File: config.mk
export PLATFORM = sky130hd
export DESIGN_NAME = baud_rate_gen
export DESIGN_NICKNAME = d
export VERILOG_FILES = /design/src/rtl/baud_pkg.sv /design/src/rtl/baud_presc.sv /design/src/rtl/baud_bitdiv.sv /design/src/rtl/baud_rate_gen.sv
export SDC_FILE = /design/constraint.sdc
export NUM_CORES = 1
export LEC_CHECK = 0
export ABC_AREA = 1
export BUFFER_PORTS_ARGS = -buffer_cell sky130_fd_sc_hd__buf_2
export CAP_MARGIN = 20
export CELL_PAD_IN_SITES_DETAIL_PLACEMENT = 1
export CELL_PAD_IN_SITES_GLOBAL_PLACEMENT = 1
export CORE_MARGIN = 2
export CORE_UTILIZATION = 40
export CTS_CLUSTER_SIZE = 24
export DETAILED_ROUTE_END_ITERATION = 10
export HOLD_SLACK_MARGIN = 0.1
export PLACE_DENSITY_LB_ADDON = 0.1
export SLEW_MARGIN = 0
export SYNTH_ARGS = -nofsm -noshare
export SYNTH_HDL_FRONTEND = slang
export SYNTH_SLANG_ARGS = --single-unit
File: constraint.sdc
create_clock -name clk -period 1.6 [get_ports clk]
set_input_delay 0.16 -clock clk [delete_from_list [all_inputs] [get_ports clk]]
set_output_delay 0.16 -clock clk [all_outputs]
set_load 0.03 [all_outputs]
File: src/rtl/baud_pkg.sv
package baud_pkg;
  typedef enum logic [1:0] {
    MODE_ASYNC_N = 2'd0,
    MODE_ASYNC_D = 2'd1,
    MODE_SYNC    = 2'd2
  } baud_mode_e;

  localparam int FAC_W = 5;

  function automatic logic [FAC_W-1:0] mode_factor(baud_mode_e m);
    case (m)
      MODE_ASYNC_D: return FAC_W'(8);
      MODE_SYNC:    return FAC_W'(2);
      default:      return FAC_W'(16);
    endcase
  endfunction
endpackage

File: src/rtl/baud_presc.sv
module baud_presc #(
  parameter int DIV_W = 12
) (
  input  logic             clk,
  input  logic             rst,
  input  logic             load,
  input  logic [DIV_W-1:0] load_val,
  output logic             tick
);
  logic [DIV_W-1:0] cnt;

  always_ff @(posedge clk) begin
    if (rst)             cnt <= '0;
    else if (load)       cnt <= load_val;
    else if (cnt == '0)  cnt <= load_val;
    else                 cnt <= cnt - 1'b1;
  end

  assign tick = !load && (cnt == '0);
endmodule

File: src/rtl/baud_bitdiv.sv
module baud_bitdiv
  import baud_pkg::*;
(
  input  logic       clk,
  input  logic       rst,
  input  logic       load,
  input  baud_mode_e mode,
  input  logic       tick,
  output logic       bit_en,
  output logic       sclk
);
  logic [FAC_W-1:0] bcnt;
  logic [FAC_W-1:0] top_val;

  assign top_val = mode_factor(mode) - FAC_W'(1);

  always_ff @(posedge clk) begin
    if (rst)              bcnt <= FAC_W'(15);
    else if (load)        bcnt <= top_val;
    else if (tick) begin
      if (bcnt == '0)     bcnt <= top_val;
      else                bcnt <= bcnt - 1'b1;
    end
  end

  assign bit_en = tick && (bcnt == '0);

  always_ff @(posedge clk) begin
    if (rst || load)                     sclk <= 1'b0;
    else if (tick && mode == MODE_SYNC)  sclk <= ~sclk;
  end
endmodule

File: src/rtl/baud_rate_gen.sv
module baud_rate_gen
  import baud_pkg::*;
#(
  parameter int DIV_W = 12
) (
  input  logic             clk,
  input  logic             rst,
  input  logic             en,
  input  logic             div_wr,
  input  logic [DIV_W-1:0] div_val,
  input  logic             sync_mode,
  input  logic             dbl_speed,
  output logic             presc_tick,
  output logic             rx_os_tick,
  output logic             tx_bit_en,
  output logic             sclk_out,
  output logic [FAC_W-1:0] samples_per_bit
);
  logic [DIV_W-1:0] div_q;
  logic [DIV_W-1:0] load_val;
  baud_mode_e       eff_mode;
  baud_mode_e       mode_q;
  logic             mode_chg;
  logic             restart;
  logic             tick_raw;
  logic             bit_raw;

  // Double-speed only matters outside synchronous mode.
  always_comb begin
    if (sync_mode)      eff_mode = MODE_SYNC;
    else if (dbl_speed) eff_mode = MODE_ASYNC_D;
    else                eff_mode = MODE_ASYNC_N;
  end

  assign mode_chg = (eff_mode != mode_q);
  assign restart  = div_wr || mode_chg || !en;
  assign load_val = div_wr ? div_val : div_q;

  always_ff @(posedge clk) begin
    if (rst) begin
      div_q  <= '0;
      mode_q <= MODE_ASYNC_N;
    end else begin
      if (div_wr) div_q <= div_val;
      mode_q <= eff_mode;
    end
  end

  baud_presc #(.DIV_W(DIV_W)) u_presc (
    .clk      (clk),
    .rst      (rst),
    .load     (restart),
    .load_val (load_val),
    .tick     (tick_raw)
  );

  baud_bitdiv u_bitdiv (
    .clk    (clk),
    .rst    (rst),
    .load   (restart),
    .mode   (eff_mode),
    .tick   (tick_raw),
    .bit_en (bit_raw),
    .sclk   (sclk_out)
  );

  always_ff @(posedge clk) begin
    if (rst) begin
      presc_tick      <= 1'b0;
      rx_os_tick      <= 1'b0;
      tx_bit_en       <= 1'b0;
      samples_per_bit <= FAC_W'(16);
    end else begin
      presc_tick      <= tick_raw;
      rx_os_tick      <= tick_raw;
      tx_bit_en       <= bit_raw;
      samples_per_bit <= mode_factor(eff_mode);
    end
  end
endmodule

Word-level counts from Yosys, hierarchy flattened --
Index checks and enable logic that the tools add are counted.
Storage, ports and cells: flip-flop bits (word level) 39, bits of input ports 18, output and inout bits 9, logic and storage cells 35
Operators by class: add/sub/neg operators 3, equality and inequality tests 3, muxes and demuxes 9, bitwise gates (word level) 1, reduce and logical (&&, ||, !) cells 11
Operators by type and width (number):
- 12-bit two-way mux | 3
- 5-bit two-way mux | 3
- 12-bit zero test | 1
- 12-bit by 1-bit subtractor with 12-bit output, second input constant | 1
- 5-bit case mux with 2 select lines | 1
- 5-bit by 1-bit subtractor with 5-bit output, second input constant | 2
- 5-bit zero test | 1
- 1-bit logical AND | 3
- 1-bit logical OR | 3
- 2-bit by 1-bit equality test with 1-bit output, second input constant | 1
- 2-bit equality test, second input constant | 1
- 1-bit zero test | 2
- 2-bit two-way mux | 1
- 2-bit inequality test | 1
- 2-bit nonzero test | 1
- 1-bit two-way mux | 1
- 1-bit NOT | 1

Logic depth before layout (Yosys ltp) --
Gate-level depths: netlist (run 1).
depth in word-level cells 9, mapped depth 10, mapped depth without buffers 10

Modules after synthesis --
Synthesis (run 1) repeated with hierarchy kept, for this count alone.
Second synthesis, totals: cell total of the unflattened synthesis 292, area, all modules 1915.6 um^2
Modules (own cells, without submodules):
- baud_presc | times used 1, cells each 140, area an instance 830.8 um^2, sequential area each 240.2 um^2
- baud_rate_gen | times used 1, cells each 98, area an instance 725.7 um^2, sequential area each 360.3 um^2
- baud_bitdiv | times used 1, cells each 54, area an instance 359.1 um^2, sequential area each 120.1 um^2

Worst setup path after synthesis (run 1) --
Ideal clock, no wire load.
kind register to register, start register u_bitdiv.bcnt[0], end register u_bitdiv.bcnt[3], data arrival time 1179 ps, required time 1538 ps, slack 360 ps, stages on the path, launching flop included 9, period minus slack after synthesis 1240 ps, cells stage by stage dfxtp_1 -> inv_1 -> ha_1 -> nand2_1 -> nor3_1 -> nand2_1 -> o21ai_0 -> nand2_1 -> nand3_1
On the way: longest elaborated chain between the ends 4, elaborated cells between the ends (all ways) 5
Ends and longest elaborated chain:
- from (decl) | RTL line baud_bitdiv.sv:12 | logic [FAC_W-1:0] bcnt;
- from (signal assigned) | RTL line baud_bitdiv.sv:19 | else if (load) bcnt <= top_val;
- from (signal assigned) | RTL line baud_bitdiv.sv:21 | if (bcnt == '0) bcnt <= top_val;
- from (signal assigned) | RTL line baud_bitdiv.sv:22 | else bcnt <= bcnt - 1'b1;
- 5-bit by 1-bit subtractor with 5-bit output or 5-bit zero test (tied branches) | RTL line baud_bitdiv.sv:22, baud_bitdiv.sv:21
- 5-bit two-way mux * | RTL line baud_bitdiv.sv:21
- 5-bit two-way mux * | RTL line baud_bitdiv.sv:20 | else if (tick) begin
- 5-bit two-way mux * | RTL line baud_bitdiv.sv:19
Every way passes the cells marked *; elsewhere a longest branch is shown, timed or not. The select of a mux whose other input is x is not followed. A chain may end at the register's enable or synchronous reset.

Worst setup path after layout (run 1) --
Same ends and word-level chain as after synthesis.

==> impl_results.md, run 1 <==
- Status: completed
- Initial Util: 41.9%
- Startpoint Class: flip-flop
- Die Width: 71.8 um
- CP max-delay cell: dfxtp_1
- Vias in the first global route: 1601
- Dpl ws: 0.126 ns
- Crit path required time: 1.78 ns
- Largest cells by area after synthesis: dfxtp_1, nand2_1, nor2_1
- Worst-path clk slew: 0.07 ns
- Netlist Area Pre-Place: 1840 um^2
- Post-synthesis sequential element count: 36
- Crit Path Class: reg2reg
- H-tree levels: 2
- M3 GR Usage: 4.22%
- I/O pins: 27
- Final Max Slew Viols: 0
- CTS tree: yes
- Commonest non-fill, non-tap cells in the layout: nand2_1, nor2_1, inv_1
- Initial antenna violation count: 0
- FF-to-FF Start: u_bitdiv.bcnt[0]
- Register area: 721 um^2
- Tcrit/Tclk final: 88.6%
- 1st-pass router iterations: 3
- Port Buffers: 24
- Distinct cells, synth: 28
- Post-layout total power: 2.07 mW
- Final setup fails: 0
- First-pass GRT wire length: 7240 um
- WL/cell: 12.1 um
- Final Non-Filler Cells: 347
- Cts repair resizes: 0
- Hold buffers post-CTS: 0
- Avg Cell Area, Syn: 6.83 um^2
- Total Die Area: 5150 um^2
- Share of layout cells above drive strength 1: 15.3%
- Die Y: 71.8 um
- DR vias: 1644
- Arr. time, crit path: 1.60 ns
- Post-synth top area cell: dfxtp_1
- Crit path cell chain: inv_1, ha_1, nand2_1, nor2_1, nand2_1, nand3_1, o21ai_0, nand2_1, nand3_1
- Worst hold start: dbl_speed
- CTS Sinks: 36
- Worst Skew: 0.00324 ns
- Critical Path Sink Type: flip-flop
- Layer carrying the most global-route usage: met2
- Gpl congestion: 0.781
- Core ar.: 4380 um^2
- Pwr Density: 991 nW/um^2
- M2 GR Usage: 26.9%
- Setup slack after layout: 0.182 ns
- Routed vias/inst: 4.74
- Detailed-route DRC error count: 0
- Root Driver: clkbuf_8
- Layout area overhead: 13.6%
- Post-Route Setup TNS: 0 ns
- Top cell type's share of synthesized area: 39.2%
- RSZ-0062 raised after global routing: no
- Most used cell along the critical path: nand2_1
- # rows: 24
- Max Cap Viol: 0
- Hpwl dp: 3340 um
- Synthesized instance count: 269
- Min cycle time layout: 1.42 ns
- Seq/Total Area, Yosys: 39.2%
- Final hold violation count: 0
- Max IR drop VDD: 0.582 mV
- Clk buf depth: 2
- Crit-path max FO: 4
- Yosys warnings: 0
- Fillers: 584
- Met1 usage: 26.3%
- Multi-input logic area: 922 um^2
- GRT Overall Usage: 18.2%
- Worst Setup SP: u_bitdiv.bcnt[0]
- WL final: 4210 um
- Antenna diodes: 0
- Most common cell after layout, fill and taps aside: nand2_1
- CTS Buf Count: 5
- Postcts setup bufs: 0
- CP peak stage delay: 0.31 ns
- Max Freq: 705 MHz
- Placed Instances: 339
- GRT overflow: 0
- Clock Latency Late Sink: 0.28 ns
- HP Class: in2reg
- Antenna viol nets, final: 0
- Static leakage: 1.12 nW
- Drt initial violations: 74
- Fin nets: 315
- Largest net degree at the start of global routing: 17
per-stage QoR:
step | util, % | hold slack (ns) | instance area [um^2]
floorplan | - | 0.290 | 1840
global placement | 45.2 | 0.433 | 1980
detailed placement | 45.2 | 0.444 | 1980
CTS | 47.2 | 0.132 | 2070
global route | 47.6 | 0.150 | 2090
finish | 47.6 | 0.142 | 2090
state kept, by name (all words and copies together), names as in the netlist:
register,flops
mode_q,1
u_bitdiv.sclk,1
u_bitdiv.bcnt,5
samples_per_bit,3
tx_bit_en,1
u_presc.cnt,12
rx_os_tick,1
div_q,12
cell usage after synthesis:
cell and instances:
nand2_2 4, nor2_8 1, inv_2 1, clkbuf_1 1, conb_1 1, nand3_4 2, a21oi_1 9, o211ai_2 1
nor2_4 1, ha_1 3, and2_1 1, o21ai_0 7, nand4_1 2, buf_4 4, nor3_1 4, buf_2 3
inv_1 40, xor2_1 7, o21ai_1 1, nand2_4 1, nor2_1 43, dfxtp_1 36, buf_6 1, nand2_1 78
a211oi_1 1, xnor2_1 1, nand3_1 12, mux2i_1 3
path summary, 6_finish.rpt:
kind | depth (start not counted) | slack [ns] | to
worst max-delay path | 9 | 0.18 | u_bitdiv.bcnt[3]
worst min-delay path | 2 | 0.14 | samples_per_bit[4]
worst max register to register | 9 | 0.18 | u_bitdiv.bcnt[3]
worst min register to register | 2 | 0.49 | u_bitdiv.bcnt[4]
cell families (layout without fill, tap and decap cells):
kind of cell / after synthesis / after routing / share of synthesized area, %
and+or+nand+nor: 149 / 149 / 35.7
buffers and inverters: 50 / 75 / 11.6
DFF: 36 / 36 / 39.2
AOI/OAI and AO/OA: 19 / 19 / 5.72
xor gates and xnor gates: 8 / 8 / 3.81
adders and majority gates: 3 / 3 / 2.04
muxes: 3 / 3 / 1.63
other: 1 / 2 / 0.204
worst max-delay path, delay by kind of cell, from the launching register on:
family                     cells  cell delay, ns
adders and majority gates      1            0.22
buffers and inverters          1            0.12
AOI/OAI and AO/OA              1            0.09
and+or+nand+nor                6            0.58
DFF                            1            0.31
where the power goes:
part / internal (mW) / switching (mW) / leakage [nW]
Combinational: 0.141 / 0.266 / 0.774
Sequential: 0.952 / 0.0336 / 0.297
Clock: 0.352 / 0.324 / 0.0455
routing by layer:
metal	up-vias	share of wire, %	wire length, um
met2	22	43	1820
met4	0	1.3	53
met5	-	0	0
met1	758	53	2220
li1	859	-	-
met3	5	3.0	125
final cells by class:
cell class / count / share of cell area (%)
Multi-Input combinational cell: 184 / 44.2
Tap cell: 52 / 3.12
Sequential cell: 36 / 34.5
Inverter: 41 / 7.37
Timing Repair Buffer: 26 / 6.47
Clock buffer: 8 / 4.32
No activity file was read; power rests on OpenSTA's default activity.
==> inputs of run 2 (changes only) <==
--- a/config.mk
+++ b/config.mk
@@ -5,13 +5,12 @@
 export SDC_FILE = /design/constraint.sdc
 export NUM_CORES = 1
 export LEC_CHECK = 0
-export ABC_AREA = 1
 export BUFFER_PORTS_ARGS = -buffer_cell sky130_fd_sc_hd__buf_2
 export CAP_MARGIN = 20
 export CELL_PAD_IN_SITES_DETAIL_PLACEMENT = 1
 export CELL_PAD_IN_SITES_GLOBAL_PLACEMENT = 1
 export CORE_MARGIN = 2
-export CORE_UTILIZATION = 40
+export CORE_UTILIZATION = 42
 export CTS_CLUSTER_SIZE = 24
 export DETAILED_ROUTE_END_ITERATION = 10
 export HOLD_SLACK_MARGIN = 0.1
==> run 2 against run 1 <==
- the run now ends with negative setup slack left
- clock skew up 0.00090 ns
- critical path type unchanged
- synthesized area down 11%
- clock power is essentially flat
- core utilization rose by 14 points
- largest power group unchanged
- sequential cell count is the same
- sequential share of layout area decreased by 2.7 points
- highest routed layer unchanged
==> impl_results.md, run 2 <==
- Static leakage: 1.02 nW (was 1.12 nW)
- Arr. time, crit path: 2.08 ns (was 1.60 ns)
- Tcrit/Tclk final: 121% (was 88.6%)
- Vias in the first global route: 1527 (was 1601)
- H-tree levels: 2 (unchanged)
- Antenna viol nets, final: 0 (unchanged)
- Synth cell count leaders: dfxtp_1, nor2_1, mux2i_1 (was nand2_1, nor2_1, inv_1)
- 1st-pass router iterations: 4 (was 3)
- Root Driver: clkbuf_8 (unchanged)
- Share of layout cells above drive strength 1: 44.3% (was 15.3%)
- Worst Skew: 0.00414 ns (was 0.00324 ns)
- Post-synthesis sequential element count: 36 (unchanged)
- Pwr Density: 965 nW/um^2 (was 991 nW/um^2)
- Yosys warnings: 0 (unchanged)
- Mux share of post-synthesis cell area: 9.22% (was 1.63%)
- Largest regs: div_q (12), u_presc.cnt (12), u_bitdiv.bcnt (5) (unchanged)
- Initial Util: 44.1% (was 41.9%)
- Most common cell in the netlist: dfxtp_1 (was nand2_1)
- GRT overflow: 0 (unchanged)
- Post-Route Setup TNS: -5.35 ns (was 0 ns)
- Fillers: 426 (was 584)
- GRT Overall Usage: 22.3% (was 18.2%)
- Netlist Area Pre-Place: 1630 um^2 (was 1840 um^2)
- Final setup fails: 20 (was 0)
- Async set-or-reset flop fraction in the synthesized netlist: 0% (unchanged)
- DR vias: 1481 (was 1644)
- Drt initial violations: 63 (was 74)
- Number of synthesized flops with an enable pin: 0 (unchanged)
- Most used DFF post-synth: dfxtp_1 (unchanged)
- Layout area overhead: 40.4% (was 13.6%)
- Antenna diodes: 0 (unchanged)
- WL final: 5070 um (was 4210 um)
- Hpwl dp: 2990 um (was 3340 um)
- Post-synth top area cell: dfxtp_1 (unchanged)
- Critical Path Sink Type: flip-flop (unchanged)
- Fin nets: 250 (was 315)
- Worst Setup SP: u_presc.cnt[7] (was u_bitdiv.bcnt[0])
- Max IR drop VDD: 0.731 mV (was 0.582 mV)
- Min cycle time layout: 1.93 ns (was 1.42 ns)
- Max Cap Viol: 0 (unchanged)
- Crit path required time: 1.75 ns (was 1.78 ns)
- Top cell type's share of synthesized area: 44.3% (was 39.2%)
- First-pass GRT wire length: 7200 um (was 7240 um)
- Worst hold start: div_val[5] (was dbl_speed)
- Initial antenna violation count: 0 (unchanged)
- RSZ-0062 raised after global routing: yes (was no)
- Adder-cell area share of the yosys netlist: 2.31% (was 2.04%)
- HP Class: in2reg (unchanged)
- FF-to-FF Start: u_presc.cnt[7] (was u_bitdiv.bcnt[0])
- # rows: 22 (was 24)
- Synthesized instance count: 169 (was 269)
- Distinct cells, synth: 37 (was 28)
- Worst slew pin tran: 0.649 ns
- Startpoint Class: flip-flop (unchanged)
- Failing checks: negative setup slack
- Placed cell areas: 1980 um^2 (about the same)
- Avg Cell Area, Syn: 9.63 um^2 (was 6.83 um^2)
- Core ar.: 3690 um^2 (was 4380 um^2)
- Post-synthesis compound-gate area fraction: 10.6% (was 5.72%)
- Die Y: 66.3 um (was 71.8 um)
- Post-route cell area: 2290 um^2 (was 2090 um^2)
- Largest net degree at the start of global routing: 24 (was 17)
- Worst-path clk slew: 0.07 ns (about the same)
- Crit-path max FO: 6 (was 4)
- Max Freq: 518 MHz (was 705 MHz)
- Routed vias/inst: 5.33 (was 4.74)
- I/O pins: 27 (unchanged)
- Seq/Total Area, Yosys: 44.3% (was 39.2%)
- Commonest non-fill, non-tap cells in the layout: buf_4, dfxtp_1, buf_2 (was nand2_1, nor2_1, inv_1)
- Main combinational cell family by area after synthesis: simple AND/OR/NAND/NOR gates (unchanged)
- Final hold violation count: 0 (unchanged)
- Crit Path Class: reg2reg (unchanged)
- Status: finished with violations (was completed)
- Detailed-route DRC error count: 0 (unchanged)
- Simple-Gate Fraction of Synth Area: 21.1% (was 35.7%)
- Die Width: 66.3 um (was 71.8 um)
- Total Die Area: 4390 um^2 (was 5150 um^2)
- Setup slack after layout: -0.332 ns (was 0.182 ns)
- Slew margin rel.: 56.7%
- Port Buffers: 24 (unchanged)
- Clk buf depth: 2 (unchanged)
- CTS tree: yes (unchanged)
- Largest cells by area after synthesis: dfxtp_1, mux2i_1, a2bb2oi_1 (was dfxtp_1, nand2_1, nor2_1)
- Gpl congestion: 0.755 (was 0.781)
- Post-Synth XOR/XNOR Area: 6.46% (was 3.81%)
- Final Max Slew Viols: 0 (unchanged)
- CTS Sinks: 36 (unchanged)
- Clock Latency Late Sink: 0.29 ns (was 0.28 ns)
- Most common cell after layout, fill and taps aside: buf_4 (was nand2_1)
- WL/cell: 18.3 um (was 12.1 um)
- CTS Buf Count: 5 (unchanged)
## run 2: critical path, cell delays in order, from the launching register on
cell       delay [ns]
dfxtp_2          0.33
or4_4            0.54
buf_6            0.14
nor4_4           0.31
buf_4            0.21
nor3_4           0.08
a2bb2oi_1        0.17
## run 2: through the flow
step | worst slack [ns] | total power [mW] | util [%] | hold slack [ns] | std cells
2_1_floorplan | -0.268 | 1.26 | - | 0.325 | 170
3_3_place_gp | -0.236 | 1.40 | 53.6 | 0.382 | 261
3_5_place_dp | -0.311 | 1.43 | 53.6 | 0.409 | 261
4_1_cts | -0.292 | 2.15 | 59.2 | 0.151 | 276
5_1_grt | -0.395 | 2.30 | 62.0 | 0.188 | 278
6_report | -0.332 | 2.21 | 62.0 | 0.154 | 278
## run 2: kinds of logic after synthesis
group                    count (synthesis)
adder cells (fa/ha/maj)                  3
XOR/XNOR                                12
buffers and inverters                   18
AND/OR/NAND/NOR                         60
multiplexers                            15
flip-flops                              36
other                                    1
AO/OA/AOI/OAI                           24
## run 2: where the power goes
group / switching (mW) / leakage [nW] / internal (mW)
combinational: 0.272 / 0.674 / 0.267
clock: 0.334 / 0.0510 / 0.344
sequential: 0.0383 / 0.299 / 0.952
## run 2: area by class of cell
type / instances / area, um^2 / share of cell area (%)
flip-flops and latches: 36 / 728 / 31.9
inverters: 7 / 26.3 / 1.15
multi-input cells: 117 / 947 / 41.4
well taps: 48 / 60.1 / 2.63
clock inverters: 2 / 10.0 / 0.438
repair buffers: 62 / 432 / 18.9
clock buffers: 6 / 82.6 / 3.61
## run 2: worst paths after layout
check,endpoint,slack (ns),cells past startpoint
setup / recovery,u_presc.cnt[5],-0.33,6
setup reg to reg,u_presc.cnt[5],-0.33,6
hold / removal,div_q[5],0.15,3
hold reg to reg,u_bitdiv.bcnt[4],0.51,1
## run 2: repair_timing
action,CTS,global route
gates cloned,0,1
gates resized for setup,16,19
endpoints found under the hold margin,1,0
hold buffers,1,0
buffers inserted,7,2
pin swaps,7,4
endpoints found under the setup margin,20,20
## run 2: metal layers
metal  GRT usage (%)  share of wire [%]  vias to the layer above
li1                -                  -                      711
met4            7.40                3.3                        0
met2            42.6                 53                       27
met5               0                  0                        -
met1            22.7                 40                      727
met3            6.47                3.1                       16
